File: config.mk
export PLATFORM = sky130hd
export DESIGN_NAME = sram_strobe_ctrl
export DESIGN_NICKNAME = d
export VERILOG_FILES = /design/src/rtl/sram_ctrl_pkg.sv /design/src/rtl/sram_phase_timer.sv /design/src/rtl/sram_lane_io.sv /design/src/rtl/sram_seq_fsm.sv /design/src/rtl/sram_strobe_ctrl.sv
export SDC_FILE = /design/constraint.sdc
export NUM_CORES = 1
export LEC_CHECK = 0
export BUFFER_PORTS_ARGS = -buffer_cell sky130_fd_sc_hd__buf_2
export CORE_MARGIN = 1.5
export CORE_UTILIZATION = 46
export CTS_CLUSTER_SIZE = 25
export DETAILED_ROUTE_END_ITERATION = 7
export HOLD_SLACK_MARGIN = 0.06
export PLACE_DENSITY = 0.78
export SLEW_MARGIN = 10
export SYNTH_ARGS = -nofsm -noshare
export SYNTH_HDL_FRONTEND = slang
export SYNTH_HIERARCHICAL = 1
export SYNTH_SLANG_ARGS = --single-unit
File: constraint.sdc
create_clock -name clk -period 2.27 [get_ports clk]
set_input_delay 0.454 -clock clk [delete_from_list [all_inputs] [get_ports clk]]
set_output_delay 0.454 -clock clk [all_outputs]
set_load 0.05 [all_outputs]
File: src/rtl/sram_ctrl_pkg.sv
package sram_ctrl_pkg;

  typedef enum logic [2:0] {
    ST_IDLE,
    ST_TURN,
    ST_WSETUP,
    ST_WSTROBE,
    ST_WRECOV,
    ST_READ
  } seq_state_t;

  // whole clock cycles covering a time limit, never fewer than one
  function automatic int cycles_for(input int t_ps, input int clk_ps);
    int c;
    c = (t_ps + clk_ps - 1) / clk_ps;
    if (c < 1) c = 1;
    return c;
  endfunction

  function automatic int max_of(input int a, input int b);
    return (a > b) ? a : b;
  endfunction

endpackage

File: src/rtl/sram_phase_timer.sv
module sram_phase_timer #(
  parameter int CNT_W = 4
) (
  input  logic             clk,
  input  logic             rst,
  input  logic             load,
  input  logic [CNT_W-1:0] load_val,
  output logic             zero
);

  logic [CNT_W-1:0] cnt_q;

  always_ff @(posedge clk) begin
    if (rst) begin
      cnt_q <= '0;
    end else if (load) begin
      cnt_q <= load_val;
    end else if (cnt_q != '0) begin
      cnt_q <= cnt_q - 1'b1;
    end
  end

  assign zero = (cnt_q == '0);

endmodule

File: src/rtl/sram_lane_io.sv
module sram_lane_io #(
  parameter int DATA_W = 16,
  parameter int LANE_W = 8,
  parameter int BE_W   = DATA_W / LANE_W
) (
  input  logic              clk,
  input  logic              rst,
  input  logic              accept,
  input  logic [DATA_W-1:0] req_wdata,
  input  logic              drive_nxt,
  input  logic [BE_W-1:0]   lane_en_nxt,
  input  logic              capture,
  input  logic [BE_W-1:0]   lane_en_q,
  input  logic [DATA_W-1:0] mem_dq_in,
  output logic [DATA_W-1:0] mem_dq_out,
  output logic [BE_W-1:0]   mem_dq_oe,
  output logic              rsp_valid,
  output logic [DATA_W-1:0] rsp_data
);

  logic [DATA_W-1:0] cap_val;

  // lanes not selected for the read come back as zero
  for (genvar i = 0; i < BE_W; i++) begin : g_lane
    assign cap_val[i*LANE_W +: LANE_W] =
      lane_en_q[i] ? mem_dq_in[i*LANE_W +: LANE_W] : '0;
  end

  always_ff @(posedge clk) begin
    if (rst) begin
      mem_dq_out <= '0;
      mem_dq_oe  <= '0;
      rsp_valid  <= 1'b0;
      rsp_data   <= '0;
    end else begin
      if (accept) mem_dq_out <= req_wdata;
      mem_dq_oe <= drive_nxt ? lane_en_nxt : '0;
      rsp_valid <= capture;
      if (capture) rsp_data <= cap_val;
    end
  end

endmodule

File: src/rtl/sram_seq_fsm.sv
module sram_seq_fsm
  import sram_ctrl_pkg::*;
#(
  parameter int ADDR_W  = 17,
  parameter int BE_W    = 2,
  parameter int CNT_W   = 4,
  parameter int AA_CYC  = 3,
  parameter int WP_CYC  = 2,
  parameter int REC_CYC = 1,
  parameter int OHZ_CYC = 2
) (
  input  logic              clk,
  input  logic              rst,
  input  logic              req_valid,
  input  logic              req_write,
  input  logic [ADDR_W-1:0] req_addr,
  input  logic [BE_W-1:0]   req_be,
  output logic              req_ready,
  output logic [ADDR_W-1:0] mem_addr,
  output logic              mem_ce_n,
  output logic              mem_we_n,
  output logic              mem_oe_n,
  output logic [BE_W-1:0]   mem_bsel_n,
  output logic              timer_load,
  output logic [CNT_W-1:0]  timer_val,
  input  logic              timer_zero,
  output logic              accept,
  output logic              drive_nxt,
  output logic [BE_W-1:0]   lane_en_nxt,
  output logic              capture,
  output logic [BE_W-1:0]   lane_en_q
);

  seq_state_t st_q, st_nxt;
  logic       last_rd_q;
  logic       active_nxt;

  always_comb begin
    st_nxt     = st_q;
    timer_load = 1'b0;
    timer_val  = '0;
    accept     = 1'b0;
    capture    = 1'b0;
    case (st_q)
      ST_IDLE: begin
        if (req_valid) begin
          accept     = 1'b1;
          timer_load = 1'b1;
          if (req_write && last_rd_q) begin
            st_nxt    = ST_TURN;
            timer_val = CNT_W'(OHZ_CYC - 1);
          end else if (req_write) begin
            st_nxt    = ST_WSETUP;
          end else begin
            st_nxt    = ST_READ;
            timer_val = CNT_W'(AA_CYC - 1);
          end
        end
      end
      ST_TURN: begin
        if (timer_zero) begin
          st_nxt     = ST_WSETUP;
          timer_load = 1'b1;
        end
      end
      ST_WSETUP: begin
        if (timer_zero) begin
          st_nxt     = ST_WSTROBE;
          timer_load = 1'b1;
          timer_val  = CNT_W'(WP_CYC - 1);
        end
      end
      ST_WSTROBE: begin
        if (timer_zero) begin
          st_nxt     = ST_WRECOV;
          timer_load = 1'b1;
          timer_val  = CNT_W'(REC_CYC - 1);
        end
      end
      ST_WRECOV: begin
        if (timer_zero) st_nxt = ST_IDLE;
      end
      ST_READ: begin
        if (timer_zero) begin
          st_nxt  = ST_IDLE;
          capture = 1'b1;
        end
      end
      default: st_nxt = ST_IDLE;
    endcase
  end

  assign active_nxt  = (st_nxt != ST_IDLE) && (st_nxt != ST_TURN);
  assign lane_en_nxt = accept ? req_be : lane_en_q;
  assign drive_nxt   = (st_nxt == ST_WSTROBE) || (st_nxt == ST_WRECOV);

  always_ff @(posedge clk) begin
    if (rst) begin
      st_q       <= ST_IDLE;
      last_rd_q  <= 1'b0;
      req_ready  <= 1'b1;
      mem_addr   <= '0;
      mem_ce_n   <= 1'b1;
      mem_we_n   <= 1'b1;
      mem_oe_n   <= 1'b1;
      mem_bsel_n <= '1;
      lane_en_q  <= '0;
    end else begin
      st_q       <= st_nxt;
      req_ready  <= (st_nxt == ST_IDLE);
      mem_ce_n   <= !active_nxt;
      mem_we_n   <= (st_nxt != ST_WSTROBE);
      mem_oe_n   <= (st_nxt != ST_READ);
      mem_bsel_n <= active_nxt ? ~lane_en_nxt : '1;
      if (accept) begin
        mem_addr  <= req_addr;
        lane_en_q <= req_be;
        last_rd_q <= !req_write;
      end
    end
  end

endmodule

File: src/rtl/sram_strobe_ctrl.sv
module sram_strobe_ctrl
  import sram_ctrl_pkg::*;
#(
  parameter int ADDR_W    = 17,
  parameter int DATA_W    = 16,
  parameter int CLK_PS    = 20000,
  parameter int T_AA_PS   = 55000,
  parameter int T_WC_PS   = 55000,
  parameter int T_WP_PS   = 30000,
  parameter int T_DW_PS   = 25000,
  parameter int T_OHZ_PS  = 25000
) (
  input  logic                  clk,
  input  logic                  rst,
  input  logic                  req_valid,
  output logic                  req_ready,
  input  logic                  req_write,
  input  logic [ADDR_W-1:0]     req_addr,
  input  logic [DATA_W-1:0]     req_wdata,
  input  logic [DATA_W/8-1:0]   req_be,
  output logic                  rsp_valid,
  output logic [DATA_W-1:0]     rsp_data,
  output logic [ADDR_W-1:0]     mem_addr,
  output logic                  mem_ce_n,
  output logic                  mem_we_n,
  output logic                  mem_oe_n,
  output logic [DATA_W/8-1:0]   mem_bsel_n,
  output logic [DATA_W-1:0]     mem_dq_out,
  output logic [DATA_W/8-1:0]   mem_dq_oe,
  input  logic [DATA_W-1:0]     mem_dq_in
);

  localparam int LANE_W  = 8;
  localparam int BE_W    = DATA_W / LANE_W;
  localparam int AA_CYC  = cycles_for(T_AA_PS, CLK_PS);
  localparam int WP_CYC  = max_of(cycles_for(T_WP_PS, CLK_PS),
                                  cycles_for(T_DW_PS, CLK_PS));
  localparam int WC_CYC  = cycles_for(T_WC_PS, CLK_PS);
  localparam int REC_CYC = max_of(1, WC_CYC - 1 - WP_CYC);
  localparam int OHZ_CYC = cycles_for(T_OHZ_PS, CLK_PS);
  localparam int MAX_CYC = max_of(max_of(AA_CYC, WP_CYC), max_of(REC_CYC, OHZ_CYC));
  localparam int CNT_W   = $clog2(MAX_CYC + 1);

  logic             timer_load;
  logic [CNT_W-1:0] timer_val;
  logic             timer_zero;
  logic             accept;
  logic             drive_nxt;
  logic [BE_W-1:0]  lane_en_nxt;
  logic             capture;
  logic [BE_W-1:0]  lane_en_q;

  sram_phase_timer #(.CNT_W(CNT_W)) u_timer (
    .clk      (clk),
    .rst      (rst),
    .load     (timer_load),
    .load_val (timer_val),
    .zero     (timer_zero)
  );

  sram_seq_fsm #(
    .ADDR_W  (ADDR_W),
    .BE_W    (BE_W),
    .CNT_W   (CNT_W),
    .AA_CYC  (AA_CYC),
    .WP_CYC  (WP_CYC),
    .REC_CYC (REC_CYC),
    .OHZ_CYC (OHZ_CYC)
  ) u_fsm (
    .clk         (clk),
    .rst         (rst),
    .req_valid   (req_valid),
    .req_write   (req_write),
    .req_addr    (req_addr),
    .req_be      (req_be),
    .req_ready   (req_ready),
    .mem_addr    (mem_addr),
    .mem_ce_n    (mem_ce_n),
    .mem_we_n    (mem_we_n),
    .mem_oe_n    (mem_oe_n),
    .mem_bsel_n  (mem_bsel_n),
    .timer_load  (timer_load),
    .timer_val   (timer_val),
    .timer_zero  (timer_zero),
    .accept      (accept),
    .drive_nxt   (drive_nxt),
    .lane_en_nxt (lane_en_nxt),
    .capture     (capture),
    .lane_en_q   (lane_en_q)
  );

  sram_lane_io #(
    .DATA_W (DATA_W),
    .LANE_W (LANE_W),
    .BE_W   (BE_W)
  ) u_lanes (
    .clk         (clk),
    .rst         (rst),
    .accept      (accept),
    .req_wdata   (req_wdata),
    .drive_nxt   (drive_nxt),
    .lane_en_nxt (lane_en_nxt),
    .capture     (capture),
    .lane_en_q   (lane_en_q),
    .mem_dq_in   (mem_dq_in),
    .mem_dq_out  (mem_dq_out),
    .mem_dq_oe   (mem_dq_oe),
    .rsp_valid   (rsp_valid),
    .rsp_data    (rsp_data)
  );

endmodule

==> run_results.csv, run 1 <==
group,metric,value,unit
outcome,outcome,"completed",
global_routing,gr-usage-met3,5.60,%
global_routing,met2_usage,33.3,%
power_and_ir_drop,peakVddDrop,0.647,mV
floorplan,dieHeight,77.2,um
power_and_ir_drop,swShare,40.7,%
sta,relSlewSlack,47.8,%
critical_path,crit_top_cell,"nand2_1",
placed_design,dp_cells,446,
critical_path,cp_max_fo,8,
global_routing,grt_pass1_wl,9.34,mm
power_and_ir_drop,p_int,0.00247,W
global_routing,antenna_found_initial,0,
critical_path,crit_arrival,2100,ps
finish,utilization,64.0,%
global_routing,grt_max_degree,43,
cts,htreeDepth,3,
cts,clk_pin_slew,70,ps
drt,antenna_left,0,
placed_design,place_congestion,0.793,
floorplan,die_area,5960,um2
global_routing,grt_use_met1,22.5,%
synth,synth.top_cells.by_count,"dfxtp_1, nand2_1, a21oi_1",
synth,synth-edff-count,0,
drt,route.detailed.drc,0,
cts,cts_hold_buf,0,
floorplan,io_pins,113,
sta,max_freq,0.529,GHz
synth,avgSynthCellArea,9.21,um2
synth,yosysWarningCount,6,
critical_path,slowest_delay,390,ps
global_routing,grt_pass1_vias,2131,
sta,finalSetupViolations,0,
finish,fin_nets,443,
placed_design,place_hpwl,4.17,mm
power_and_ir_drop,cellPowerDensity,1250,nW/um2
sta,worstMarginPinSlew,784,ps
critical_path,endpoint_kind,"flop",
power_and_ir_drop,power,0.00417,W
synth,synth_area,2530,um2
synth,syn_inst,275,
power_and_ir_drop,pwr-share-seq,35.7,%
cts,cts_resized,0,
synth,ys_seq_area_share,52.1,%
finish,n_antenna_cell,0,
cts,postCtsSetupBuffers,0,
sta,clock_skew,9.55,ps
sta,min_period,1890,ps
critical_path,startpoint_type,"flop",
global_routing,busiest_layer,"met2",
drt,drt-total-wl,5.71,mm
critical_path,critPathBufInv,1,
global_routing,grt-ovfl-total,0,
finish,fill_cells,471,
sta,period_share,83.2,%
floorplan,start_util,48.7,%
finish,drive_above_1_share,36.2,%
power_and_ir_drop,p_sw,0.00170,W
cts,cts_buffers,9,
drt,drt_pass1_iterations,4,
cts,root_buffer,"clkbuf_8",
cts,clk-insertion-delay-late,320,ps
drt,drt_iter0_markers,72,
global_routing,groute.usage.overall,19.6,%
power_and_ir_drop,p_leak,1.56,nW
sta,drv_slew,0,
synth,synth.top_cell.area_share,52.1,%
critical_path,crit_type,"flop to flop",
synth,synth_area_leaders,"dfxtp_1, a21oi_1, nand2_1, mux2i_1, nand2b_1",
synth,yosys.cell_count.top_type,"dfxtp_1",
synth,async_flop_share,0,%
synth,synth_top_cell_by_area,"dfxtp_1",
floorplan,coreArea,5200,um2
critical_path,required,2480,ps
drt,vias,2219,
cts,clockBufferDepth,2,
finish,syn2layout_area_growth,31.5,%
floorplan,die_w,77.2,um
critical_path,cp_slowest_cell,"mux2i_1",
sta,grt_setup_unrepaired,"no",
drt,wl_per_cell,12.4,um
critical_path,crit_family,"multiplexers",
floorplan,floorplan.rows,26,
power_and_ir_drop,comb_power_share,41.5,%
synth,syn-num-nets,331,
finish,stdcell_count,460,
cts,cts.sinks,66,
sta,setup_tns,0,ps
run,max_cap_violations,0,
drt,vias_per_cell,4.82,
synth,synthDistinctLibCells,37,
sta,hold_viol_final,0,
min_path,hold_class,"input port to flop",
power_and_ir_drop,power_frac_clock,22.8,%
critical_path,path_cells,"inv_1 -> ha_1 -> nand2_1 -> mux2i_1 -> nand2_1 -> mux2_1 -> and3b_1",
synth,ys_ff_latch,66,
synth,yosys_most_used_dff,"dfxtp_1",
cts,cts_tree,"yes",
placed_design,port_buffers,112,
[cell families after synthesis]
| kind of cell | after synthesis | synth area share, % |
|---|---|---|
| multiplexers | 18 | 7.16 |
| buffers and inverters | 24 | 5.78 |
| XOR/XNOR | 1 | 0.346 |
| adder cells (fa/ha/maj) | 1 | 0.494 |
| AND/OR/NAND/NOR | 117 | 22.1 |
| flip-flops | 66 | 52.1 |
| AO/OA/AOI/OAI | 48 | 12.0 |
[cells in the final DEF, fill, tap and decap left out, drive strengths merged]
master   Yosys  final
a21o         1      1
and2b        1      1
inv          6      6
a211o        1      1
ha           1      1
nand3       16     16
nor3         1      1
nor2b        5      5
and2         1      1
a31oi        1      1
nor2        22     22
mux2         1      1
bufinv       0      1
nor3b        2      2
nand2       47     47
and3b        2      2
o41ai        1      1
buf         14    119
o31ai        1      1
a2bb2oi      1      1
mux2i       17     17
a21oi       37     37
clkinv       0      2
o21ai        1      1
nand3b       2      2
a221oi       1      1
clkbuf       4     11
or4b         1      1
a41oi        1      1
dfxtp       66     66
nand2b      17     17
xor2         1      1
a211oi       2      2
[worst reg2reg max path: stages (launching register included)]
cell and delay, ps:
dfxtp_1 340, inv_1 50, ha_1 280, nand2_1 170
mux2i_1 390, nand2_1 90, mux2_1 300, and3b_1 160
[final cells by class]
cell class	count	area, um2	area share [%]
inverter	6	22.5	0.676
clock buffer	11	151	4.54
clock inverter	3	40.0	1.20
multi-input combinational	185	1070	32.1
timing repair buffer	119	638	19.2
tap	70	87.6	2.63
sequential	66	1320	39.7
[per-layer routing]
metal | vias to the layer above | share of wire (%)
met5 | - | 0
met2 | 97 | 47
met1 | 982 | 44
met4 | 0 | 0.70
met3 | 4 | 8.2
li1 | 1136 | -
[power groups by stage]
stage | registers [W] | logic [W] | clock network, W
after floorplan | 0.00204 | 0.000827 | 0
after global placement | 0.00150 | 0.00171 | 0
after detailed placement | 0.00151 | 0.00174 | 0
after CTS | 0.00149 | 0.00174 | 0.000974
after global routing | 0.00152 | 0.00185 | 0.00102
final | 0.00149 | 0.00173 | 0.000949
[sequential cells by signal, summed over array words and instances (netlist names)]
signal	count
u_fsm/lane_en_q	2
u_fsm/req_ready	1
u_fsm/mem_addr	17
u_fsm/mem_oe_n	1
u_fsm/mem_bsel_n	2
u_lanes/mem_dq_out	16
u_lanes/rsp_valid	1
u_lanes/mem_dq_oe	2
u_fsm/mem_we_n	1
u_timer/cnt_q	2
u_fsm/st_q	3
u_fsm/last_rd_q	1
u_fsm/mem_ce_n	1
u_lanes/rsp_data	16
[final timing paths]
| check | cells after the start | from | slack [ps] | end |
|---|---|---|---|---|
| worst max register to register | 7 | u_timer/cnt_q[0] | 380 | u_lanes/mem_dq_oe[0] |
| worst max-delay path | 7 | u_timer/cnt_q[0] | 380 | u_lanes/mem_dq_oe[0] |
| worst min-delay path | 3 | req_addr[16] | 360 | u_fsm/mem_addr[16] |
| worst min register to register | 2 | u_fsm/mem_addr[7] | 450 | u_fsm/mem_addr[7] |
[per-stage QoR]
stage	hold slack, ps	instance area (um2)	setup slack [ps]
detailed placement	444	3140	312
global placement	438	3140	373
floorplan	459	2530	457
finish	365	3330	380
global route	358	3330	255
CTS	347	3330	359
(Power assumes the default switching activity.)
==> run 2: changes to the inputs <==
--- a/config.mk
+++ b/config.mk
@@ -7,11 +7,11 @@
 export LEC_CHECK = 0
 export BUFFER_PORTS_ARGS = -buffer_cell sky130_fd_sc_hd__buf_2
 export CORE_MARGIN = 1.5
-export CORE_UTILIZATION = 46
+export CORE_UTILIZATION = 42
 export CTS_CLUSTER_SIZE = 25
 export DETAILED_ROUTE_END_ITERATION = 7
 export HOLD_SLACK_MARGIN = 0.06
-export PLACE_DENSITY = 0.78
+export PLACE_DENSITY = 0.75
 export SLEW_MARGIN = 10
 export SYNTH_ARGS = -nofsm -noshare
 export SYNTH_HDL_FRONTEND = slang
==> constraint.sdc (replaced) <==
create_clock -name clk -period 1.6 [get_ports clk]
set_input_delay 0.32 -clock clk [delete_from_list [all_inputs] [get_ports clk]]
set_output_delay 0.32 -clock clk [all_outputs]
set_load 0.05 [all_outputs]
==> run_results.csv, run 2 (synthesis results as in run 1) <==
group,metric,value,unit
outcome,outcome,"finished, violations left",
outcome,failed_checks,"setup timing",
sta,clock_skew,7.08,ps
floorplan,io_pins,113,
floorplan,start_util,43.0,%
critical_path,cp_slowest_cell,"or4b_4",
drt,vias,2386,
sta,finalSetupViolations,9,
finish,final_cell_mix,"buf_2, dfxtp_1, nand2_1, a21oi_1, buf_4",
sta,hold_ws,224,ps
floorplan,die_w,80.7,um
drt,vias_per_cell,4.86,
cts,clk-insertion-delay-late,330,ps
sta,relSlewSlack,71.1,%
global_routing,grt_max_degree,27,
cts,cts_hold_buf,0,
floorplan,floorplan.rows,28,
placed_design,port_buffers,112,
floorplan,coreArea,5890,um2
drt,wl_per_cell,13.4,um
finish,syn2layout_area_growth,46.0,%
placed_design,place_congestion,0.832,
run,max_cap_violations,0,
critical_path,r2r-start,"u_fsm/st_q[2]",
finish,layout_commonest_cell,"buf_2",
critical_path,crit_arrival,1910,ps
sta,hold_viol_final,0,
finish,regMostFlops,"u_fsm/mem_addr",
drt,drt-total-wl,6.60,mm
finish,largest_register_ffs,17,
critical_path,slowest_delay,610,ps
sta,max_freq,0.594,GHz
sta,setup_ws,-83.5,ps
critical_path,critPathBufInv,0,
finish,drive_above_1_share,43.8,%
global_routing,antenna_found_initial,0,
power_and_ir_drop,peakVddDrop,1.01,mV
global_routing,grt_pass1_wl,9.61,mm
min_path,hp-start,"req_addr[9]",
cts,cts_tree,"yes",
drt,antenna_left,0,
sta,worstMarginPinSlew,433,ps
finish,fin_area,3700,um2
cts,clk_pin_slew,70,ps
finish,reg_top3,"u_fsm/mem_addr x17, u_lanes/mem_dq_out x16, u_lanes/rsp_data x16",
sta,grt_setup_unrepaired,"yes",
critical_path,endpoint_kind,"flop",
sta,drv_slew,0,
power_and_ir_drop,cellPowerDensity,1790,nW/um2
placed_design,dp_cells,467,
min_path,hold_class,"input port to flop",
drt,drt_pass1_iterations,4,
critical_path,startpoint,"u_fsm/st_q[2]",
finish,stdcell_count,491,
placed_design,place_ws,-116,ps
floorplan,dieHeight,80.7,um
cts,cts.sinks,66,
cts,htreeDepth,3,
placed_design,dpl-instance-area,3290,um2
global_routing,grt-ovfl-total,0,
global_routing,grt_pass1_vias,2100,
finish,fin_nets,467,
drt,drt_iter0_markers,55,
power_and_ir_drop,p_leak,1.72,nW
cts,root_buffer,"clkbuf_8",
critical_path,crit_type,"flop to flop",
critical_path,path_cells,"or4b_4 -> a2bb2oi_4 -> mux2_4 -> and3b_1",
cts,cts_buffers,9,
cts,clockBufferDepth,2,
drt,route.detailed.drc,0,
placed_design,place_hpwl,4.42,mm
global_routing,groute.usage.overall,19.7,%
critical_path,cp_max_fo,4,
sta,min_period,1680,ps
critical_path,startpoint_type,"flop",
critical_path,required,1820,ps
sta,period_share,105,%
finish,n_antenna_cell,0,
critical_path,crit_family,"simple AND/OR/NAND/NOR gates",
floorplan,die_area,6510,um2
-- run 2: changes by cell type in the layout (fill, tap and decap cells not counted), moves of 2 or more --
cell     change
buf_6        +4
dfxtp_2      +3
a21oi_2      +2
dfxtp_1      -3
buf_4       +17
inv_1        -2
a21oi_1      -2
-- run 2: routing by layer --
layer,global-route usage [%],vias up,share of wire (%)
li1,-,1190,-
met5,0,-,0
met4,8.62,0,1.6
met2,31.7,94,46
met3,7.27,10,7.5
met1,23.2,1092,45
-- run 2: per-stage QoR --
step	TNS [ps]	total power [W]	util (%)
floorplan	-1210	0.00412	-
global placement	-201	0.00483	55.9
detailed placement	-1230	0.00489	55.9
CTS	-205	0.00651	61.2
global route	-1440	0.00697	62.9
finish	-228	0.00661	62.9
-- run 2: power by group --
group	leakage [nW]	total, W	switching [W]	internal [W]
logic	1.07	0.00311	0.00192	0.00119
clock network	0.105	0.00141	0.000615	0.000796
registers	0.540	0.00209	0.000150	0.00194
-- run 2: worst paths after layout --
path	end	slack (ps)	depth (start not counted)
setup / recovery	u_lanes/mem_dq_oe[0]	-80	4
hold / removal	u_fsm/mem_addr[9]	220	3
setup reg to reg	u_lanes/mem_dq_oe[0]	-80	4
hold reg to reg	u_fsm/mem_addr[9]	460	2
-- run 2: what timing repair did --
action | in CTS | in global routing
buffers inserted | 2 | 4
pin swaps | 4 | 5
setup endpoints to repair | 23 | 42
gates resized for setup | 10 | 17
cloned | 1 | 2
-- run 2: cell type report --
cell class                      count  area (um2)
Fill cell                         511        2190
Sequential cell                    66        1330
Multi-Input combinational cell    185        1170
Timing Repair Buffer              143         883
Clock buffer                       11         151
Tap cell                           75        93.8
Clock inverter                      5        52.6
Inverter                            6        27.5
-- run 2: worst reg2reg max path, stage by stage (launching register included) --
cell and delay [ps]:
dfxtp_2 320, or4b_4 610, a2bb2oi_4 180, mux2_4 310, and3b_1 170
